$ cat config.mk
export PLATFORM = sky130hd
export DESIGN_NAME = vocq_sched
export DESIGN_NICKNAME = d
export VERILOG_FILES = /design/src/rtl/vocq_sched.sv
export SDC_FILE = /design/constraint.sdc
export NUM_CORES = 2
export LEC_CHECK = 0
export BUFFER_PORTS_ARGS = -buffer_cell sky130_fd_sc_hd__buf_2
export CAP_MARGIN = 20
export CORE_ASPECT_RATIO = 1.25
export CORE_MARGIN = 2
export CORE_UTILIZATION = 40
export CTS_BUF_LIST = sky130_fd_sc_hd__clkbuf_4 sky130_fd_sc_hd__clkbuf_8 sky130_fd_sc_hd__clkbuf_16
export DETAILED_ROUTE_END_ITERATION = 8
export PLACE_DENSITY_LB_ADDON = 0.25
export SLEW_MARGIN = 20
export SYNTH_ARGS = -nofsm -noshare
export SYNTH_HDL_FRONTEND = slang
export SYNTH_SLANG_ARGS = --single-unit
$ cat constraint.sdc
create_clock -name clk -period 7.3 [get_ports clk]
set_input_delay 1.825 -clock clk [delete_from_list [all_inputs] [get_ports clk]]
set_output_delay 1.825 -clock clk [all_outputs]
set_load 0.01 [all_outputs]
$ cat src/rtl/vocq_sched.sv
module vocq_sched #(
  parameter int AW    = 3,
  parameter int DEPTH = 4
) (
  input  logic                      clk,
  input  logic                      rst,
  input  logic [(1<<AW)-1:0]        in_valid,
  input  logic [(1<<AW)*2*AW-1:0]   in_hdr,
  output logic [(1<<AW)-1:0]        in_ready,
  output logic [(1<<AW)-1:0]        out_valid,
  output logic [(1<<AW)*AW-1:0]     tx_src,
  output logic [(1<<AW)*AW-1:0]     rx_dst
);
  localparam int NP = 1 << AW;
  localparam int HW = 2 * AW;
  localparam int PW = (DEPTH > 1) ? $clog2(DEPTH) : 1;
  localparam int CW = $clog2(DEPTH + 1);

  logic [HW-1:0] mem  [NP][NP][DEPTH];
  logic [PW-1:0] wp   [NP][NP];
  logic [PW-1:0] rp   [NP][NP];
  logic [CW-1:0] cnt  [NP][NP];
  logic [AW-1:0] rr   [NP];
  logic [AW-1:0] pick [NP];
  logic [HW-1:0] head [NP];
  logic [NP-1:0] pick_v, win;
  logic [NP-1:0] push [NP];
  logic [NP-1:0] pop  [NP];
  logic [AW-1:0] in_dst [NP];

  function automatic logic [PW-1:0] bump(input logic [PW-1:0] p);
    return (p == PW'(DEPTH - 1)) ? '0 : p + PW'(1);
  endfunction

  for (genvar i = 0; i < NP; i++) begin : g_in
    assign in_dst[i]   = in_hdr[i*HW +: AW];
    assign in_ready[i] = cnt[i][in_dst[i]] != CW'(DEPTH);
    assign push[i]     = (in_valid[i] && in_ready[i]) ? (NP'(1) << in_dst[i]) : '0;
  end

  always_comb begin
    logic [AW-1:0] idx;
    for (int o = 0; o < NP; o++) begin
      pick_v[o] = 1'b0;
      pick[o]   = rr[o];
      for (int k = NP - 1; k >= 0; k--) begin
        idx = rr[o] + AW'(k);
        if (cnt[idx][o] != '0) begin
          pick_v[o] = 1'b1;
          pick[o]   = idx;
        end
      end
      head[o] = mem[pick[o]][o][rp[pick[o]][o]];
    end
  end

  always_comb begin
    win = pick_v;
    for (int o = 1; o < NP; o++)
      for (int q = 0; q < o; q++)
        if (pick_v[q] && pick[q] == pick[o]) win[o] = 1'b0;
    for (int i = 0; i < NP; i++) pop[i] = '0;
    for (int o = 0; o < NP; o++)
      if (win[o]) pop[pick[o]][o] = 1'b1;
  end

  always_ff @(posedge clk) begin
    for (int i = 0; i < NP; i++)
      for (int o = 0; o < NP; o++)
        if (push[i][o]) mem[i][o][wp[i][o]] <= in_hdr[i*HW +: HW];
  end

  always_ff @(posedge clk) begin
    if (rst) begin
      for (int i = 0; i < NP; i++)
        for (int o = 0; o < NP; o++) begin
          wp[i][o]  <= '0;
          rp[i][o]  <= '0;
          cnt[i][o] <= '0;
        end
    end else begin
      for (int i = 0; i < NP; i++)
        for (int o = 0; o < NP; o++) begin
          if (push[i][o]) wp[i][o] <= bump(wp[i][o]);
          if (pop[i][o])  rp[i][o] <= bump(rp[i][o]);
          cnt[i][o] <= cnt[i][o] + CW'(push[i][o]) - CW'(pop[i][o]);
        end
    end
  end

  always_ff @(posedge clk) begin
    if (rst) begin
      out_valid <= '0;
      tx_src    <= '0;
      rx_dst    <= '0;
      for (int o = 0; o < NP; o++) rr[o] <= '0;
    end else begin
      out_valid <= win;
      for (int o = 0; o < NP; o++)
        if (win[o]) begin
          rr[o]               <= pick[o] + AW'(1);
          tx_src[o*AW +: AW]  <= head[o][HW-1:AW];
          rx_dst[o*AW +: AW]  <= head[o][AW-1:0];
        end
    end
  end

  for (genvar i = 0; i < NP; i++) begin : g_chk_in
    AST_ONE_POP: assert property (@(posedge clk) disable iff (rst) $onehot0(pop[i]));
    for (genvar o = 0; o < NP; o++) begin : g_chk_pair
      AST_NO_OVERFLOW: assert property (@(posedge clk) disable iff (rst)
        cnt[i][o] <= CW'(DEPTH));
      AST_REFUSE_KEEPS: assert property (@(posedge clk) disable iff (rst)
        (in_valid[i] && in_dst[i] == AW'(o) && cnt[i][o] == CW'(DEPTH) && !pop[i][o])
        |=> cnt[i][o] == CW'(DEPTH));
    end
  end

  for (genvar o = 0; o < NP; o++) begin : g_chk_out
    AST_PTR_ADVANCE: assert property (@(posedge clk) disable iff (rst)
      win[o] |=> rr[o] == $past(pick[o]) + AW'(1));
    AST_PTR_HOLD: assert property (@(posedge clk) disable iff (rst)
      !win[o] |=> $stable(rr[o]));
    AST_DST_MATCH: assert property (@(posedge clk) disable iff (rst)
      out_valid[o] |-> rx_dst[o*AW +: AW] == AW'(o));
  end
endmodule

; After elaboration in Yosys (flattened, before gate mapping)
; Memory sizes are Yosys's and may differ from the RTL's.
; Cells that the tools add are included.
[totals]
regBits = 56
ram_bits = 2008
inputBits = 58
output_inout_bits = 64
mem_count = 5
[classes]
n_addsub = 320
n_lt_le_gt_ge = 160
eq_ne = 164
shifts = 8
n_mux = 1167
n_bitwise = 295
n_reduce_logical = 172
[mem_list]
columns = name, depth, width, rd, rd_ports_with_merged_regs, wr, line
row1 = mem, 8, 192, 8, 0, 8, 19  ; logic [HW-1:0] mem [NP][NP][DEPTH];
row2 = cnt, 8, 24, 72, 0, 8, 22  ; logic [CW-1:0] cnt [NP][NP];
row3 = rp, 8, 16, 16, 0, 8, 21  ; logic [PW-1:0] rp [NP][NP];
row4 = wp, 8, 16, 8, 0, 8, 20  ; logic [PW-1:0] wp [NP][NP];
row5 = rr, 8, 3, 8, 0, 8, 23  ; logic [AW-1:0] rr [NP];
[ops]
columns = operator, n
row1 = 24-bit two-way mux, 64
row2 = 6-bit demux with 2-bit select, 64
row3 = 2-bit two-way mux, 257
row4 = 64-bit two-way mux, 8
row5 = 1-bit two-way mux, 504
row6 = 6-bit two-way mux, 81
row7 = 3-bit two-way mux, 153
row8 = 64-bit bitwise OR, 7
row9 = 2-bit by 1-bit adder with 2-bit output (second input constant), 128
row10 = 2-bit equality test (second input constant), 128
row11 = 3-bit >= comparator (second input constant), 72
row12 = 2-bit NOT with 3-bit output, 72
row13 = 1-bit bitwise OR, 200
row14 = 3-bit by 1-bit adder with 3-bit output, 64
row15 = 8-bit demux with 3-bit select, 8
row16 = 3-bit by 1-bit < comparator with 1-bit output (second input constant), 64
row17 = 3-bit nonzero test, 64
row18 = 3-bit by 1-bit subtractor with 3-bit output, 64
row19 = 1-bit logical AND, 108
row20 = 3-bit adder (second input constant), 32
row21 = 6-bit binary-select mux with 2-bit select, 8
row22 = 3-bit equality test, 28
row23 = 3-bit binary-select mux with 3-bit select, 8
row24 = 8-bit two-way mux, 9
row25 = 10 further kinds, 91

; Longest topological paths before layout
; An unclocked memory read counts as a cell.
[depth]
depth_word = 36
ltp_mapped = 27

; Worst setup path before layout
; Ideal clock, no wire load.
[synth_path]
path_type = register to register
from = memory rr[6][0], in the netlist rr[1][6]
to = memory cnt[5][4] (netlist name)
setup_time_ns = 0.128
arrival_ns = 5.657
setup_slack_ns = 1.515
path_stages_with_launch = 26
n_path_buf = 6
synth_period_minus_slack_ns = 5.785
cell_sequence = edfxtp_1 -> buf_2 -> inv_2 -> clkbuf_1 -> ha_1 -> buf_2 -> buf_4 -> mux2i_1 -> mux4_2 -> a32o_1 -> a21bo_1 -> or4_1 -> buf_2 -> inv_4 -> xnor2_1 -> nor3_1 -> a311oi_1 -> nand4_1 -> or2_1 -> buf_2 -> nor2_1 -> ha_1 -> inv_1 -> ha_1 -> fa_1 -> nor2b_1
[synth_rtl]
columns = item, line
row1 = start: declaration, 23
row2 = end: declaration, 22

==> flow_summary.ini <==
[grt]
maximum_number_of_pins_on_one_net_before_global_route_repair = 172
grt_antenna_before_repair = 44
track_usage_pct = 26.6
grt_pass1_wl_um = 501000
gr-total-overflow = 0
first_global_vias = 66600

[route]
number_of_vias_in_the_routed_layout = 67200
drt_drc_violations_left = 0
drt-vias-per-instance = 5.88
drt.antenna.violating_nets = 0
route.final.wire_length_um = 357000
routed_wire_length_per_instance_um = 31.2
drtPass1Iterations = 6
drt_iter0_drc = 7271

[placed_design]
io_buffers = 121
routabilityCongestion = 0.948
dp.final_hpwl_um = 242000

[setup_path]
timing.critical_path.buf_inv = 4
ff2ff_setup_slack_ns = 0.45
critical_path_source_type = flip-flop
max_stage_delay_ns = 1.02
worstSetupEndpointType = flip-flop
cell_by_cell_listing_of_the_critical_path = inv_2 > ha_1 > clkinv_1 > mux4_2 > mux2_2 > and3_1 > o31ai_1 > o211ai_4 > inv_4 > buf_4 > mux2i_1 > mux2i_4 > o311ai_0 > o21ai_0 > o32ai_1
worst-endpoint-arrival_ns = 7.65
reg_to_reg_critical_path_endpoint = tx_src[22]
setup.worst_path.class = reg -> reg
worstReg2RegStart = rr[1][10]
reg2reg_depth = 15
worst_path_dominant_cell_family = compound AO/OA/AOI/OAI gates
critical_path.slowest_cell = sky130_fd_sc_hd__o311ai_0
cp_max_fo = 50
worst_ep_required_time_ns = 8.10

[flow_run]
drv_cap = 0

[sta]
finalMaxSlewViolations = 0
period_minus_slack_ns = 6.85
total_setup_violations_reported_at_the_end_of_the_flow = 0
setup_tns_ns = 0
rsz0062_at_grt = false
worst_clock_skew_ns = 0.0709
achievable-frequency_mhz = 146
finalHoldViolations = 0
tightestPinTransition_ns = 1.30
finalCritPeriodShare_pct = 93.9
timing.slew.headroom_pct = 11.9

[cts]
cts_htree_levels = 4
cts_root_buf = sky130_fd_sc_hd__clkbuf_16
clk_pin_slew_worst_paths_ns = 0.06
post_cts_hold_fix_bufs = 0
cts_tree = done
cts_inserted_buffers = 214
post_cts.repair.setup_buffers = 0
cts_sinks = 2064
post_cts.resized_instances = 0
insertion_delay_ns = 0.91
clock_path_buffers = 4

[floorplan]
fp-row-count = 209
design.core.area_mm2 = 0.259
fp.dieArea_mm2 = 0.264
floorplan.initialDensity_pct = 40.2
design.portCount = 122
vertical_extent_of_the_die_um = 574
die_w_um = 460

[yosys]
synth_top_cells_by_count = 1816 x sky130_fd_sc_hd__edfxtp_1, 575 x sky130_fd_sc_hd__mux2i_1, 472 x sky130_fd_sc_hd__ha_1, 418 x sky130_fd_sc_hd__inv_1, 411 x sky130_fd_sc_hd__and2_1
ys.warnings.count = 0
post_synth_instance_area_mm2 = 0.104
distinct_cell_type_count_after_synthesis = 117
cell_count_after_synthesis = 7650
synth_top_area_share_pct = 52.4
post_synthesis_mean_instance_area_um2 = 13.6
number_of_synthesized_flops_with_an_enable_pin = 1816
sequential_fraction_of_the_synthesis_area_pct = 57.2
post_synth_main_area_contributors = sky130_fd_sc_hd__edfxtp_1 52%, sky130_fd_sc_hd__mux4_2 6.1%, sky130_fd_sc_hd__ha_1 5.7%, sky130_fd_sc_hd__mux2i_1 5.5%, sky130_fd_sc_hd__dfxtp_1 4.8%
async_flop_share_pct = 0
yosys_register_bits = 2064
postSynth.topFlopCell = sky130_fd_sc_hd__edfxtp_1
post-synth-top-count-cell = sky130_fd_sc_hd__edfxtp_1
yosys.area.top_type = sky130_fd_sc_hd__edfxtp_1
synthesis.nets = 8244

[layout]
nFillCells = 23000
areaGrowthSynthToFinish_pct = 12.6
post_route_cells_drive_above_1_share_pct = 17.2
final_net_count = 8447

[outcome]
status = completed

[min_path]
timing.hold.worst_endpoint = rx_dst[7]
worst_hold_check_path_type = reg -> reg
startpoint_of_the_tightest_hold_check_path = rx_dst[7]
holdPathStages = 1
-- state kept, by name (all words and copies together), names as in the netlist --
register / flops
mem: 1536
cnt: 192
rp: 128
wp: 128
rr: 24
rx_dst: 24
tx_src: 24
out_valid: 8
-- worst reg2reg max path, stage by stage, from the launching register on --
cell and delay [ns]:
sky130_fd_sc_hd__edfxtp_1 0.61, sky130_fd_sc_hd__inv_2 0.29, sky130_fd_sc_hd__ha_1 0.58, sky130_fd_sc_hd__clkinv_1 0.33
sky130_fd_sc_hd__mux4_2 0.56, sky130_fd_sc_hd__mux2_2 0.34, sky130_fd_sc_hd__and3_1 0.18, sky130_fd_sc_hd__o31ai_1 0.34
sky130_fd_sc_hd__o211ai_4 0.27, sky130_fd_sc_hd__inv_4 0.17, sky130_fd_sc_hd__buf_4 0.60, sky130_fd_sc_hd__mux2i_1 0.44
sky130_fd_sc_hd__mux2i_4 0.30, sky130_fd_sc_hd__o311ai_0 1.03, sky130_fd_sc_hd__o21ai_0 0.37, sky130_fd_sc_hd__o32ai_1 0.35
-- metal layers --
metal  part of all wire [%]  track usage [%]
met4                    5.7             12.6
met1                     38             33.4
met5                 0.0098                0
met3                    7.0             3.88
met2                     49             45.0
-- worst max path at each step --
stage                         start         end  cells after the start
after global routing      rr[1][10]  tx_src[22]                     16
after floorplan            rr[1][6]   cnt[5][4]                     25
after detailed placement  rr[1][10]  tx_src[22]                     15
after global placement    rr[1][10]  tx_src[22]                     15
final                     rr[1][10]  tx_src[22]                     15
after CTS                 rr[1][10]  rx_dst[21]                     15
-- through the flow --
step | area, um2 | instances | util [%] | hold slack [ns] | worst slack (ns)
3_5_place_dp | 109000 | 11000 | 42.3 | 0.435 | 0.627
2_1_floorplan | 104000 | 7650 | - | 0.478 | 1.51
5_1_grt | 117000 | 11400 | 45.2 | 0.476 | 0.150
3_3_place_gp | 109000 | 11000 | 42.3 | 0.431 | 0.743
6_report | 117000 | 11400 | 45.2 | 0.448 | 0.447
4_1_cts | 117000 | 11400 | 45.2 | 0.449 | 0.580
-- cell usage in the layout, fill, tap and decap left out, types with 38 or more instances in the layout --
master                      count
sky130_fd_sc_hd__and3_1       111
sky130_fd_sc_hd__mux2i_1      574
sky130_fd_sc_hd__nand2_1      257
sky130_fd_sc_hd__o22ai_1       43
sky130_fd_sc_hd__nor3_1       145
sky130_fd_sc_hd__a31oi_1       41
sky130_fd_sc_hd__mux2_2       130
sky130_fd_sc_hd__or2_2         67
sky130_fd_sc_hd__nor2b_1      126
sky130_fd_sc_hd__inv_1        418
sky130_fd_sc_hd__nor2_1       405
sky130_fd_sc_hd__and2_1       411
sky130_fd_sc_hd__a211oi_1     231
sky130_fd_sc_hd__a21oi_1      229
sky130_fd_sc_hd__nor4b_2       38
sky130_fd_sc_hd__nor4b_1       61
sky130_fd_sc_hd__dfxtp_1      248
sky130_fd_sc_hd__fa_1          64
sky130_fd_sc_hd__buf_4        266
sky130_fd_sc_hd__clkbuf_16    219
sky130_fd_sc_hd__clkinv_2      39
sky130_fd_sc_hd__mux4_2       280
sky130_fd_sc_hd__nor3b_1       45
sky130_fd_sc_hd__buf_2        108
sky130_fd_sc_hd__o21ai_0      141
sky130_fd_sc_hd__ha_1         472
sky130_fd_sc_hd__xnor2_1      153
sky130_fd_sc_hd__edfxtp_1    1816
sky130_fd_sc_hd__nand3_1       43
sky130_fd_sc_hd__or3_1         61
sky130_fd_sc_hd__xor2_1        67
sky130_fd_sc_hd__clkbuf_4      44
sky130_fd_sc_hd__nor4_1        83
-- area by class of cell --
cell class                 instances  area (um2)  area share [%]
inverter                         447        1690            1.44
tap                             3376        4220            3.61
clock inverter                   122        1620            1.39
clock buffer                     270        5910            5.05
antenna                           21        52.6          0.0449
multi-input combinational       4741       41300            35.3
timing repair buffer             385        2740            2.34
sequential                      2064       59500            50.8
-- cell families (layout without fill, tap and decap cells) --
kind of cell | after synthesis | after routing | synth area share, %
DFF | 2064 | 2064 | 57.2
and+or+nand+nor | 2011 | 2011 | 11.0
muxes | 989 | 989 | 13.1
AOI/OAI and AO/OA | 971 | 971 | 6.38
buffers and inverters | 845 | 1224 | 3.31
adders and majority gates | 536 | 536 | 6.91
xor gates and xnor gates | 234 | 234 | 2.12
other | 0 | 21 | 0
Power is not shown: default switching activity piles up to over one toggle a cycle in this logic, so the estimate is an artifact.
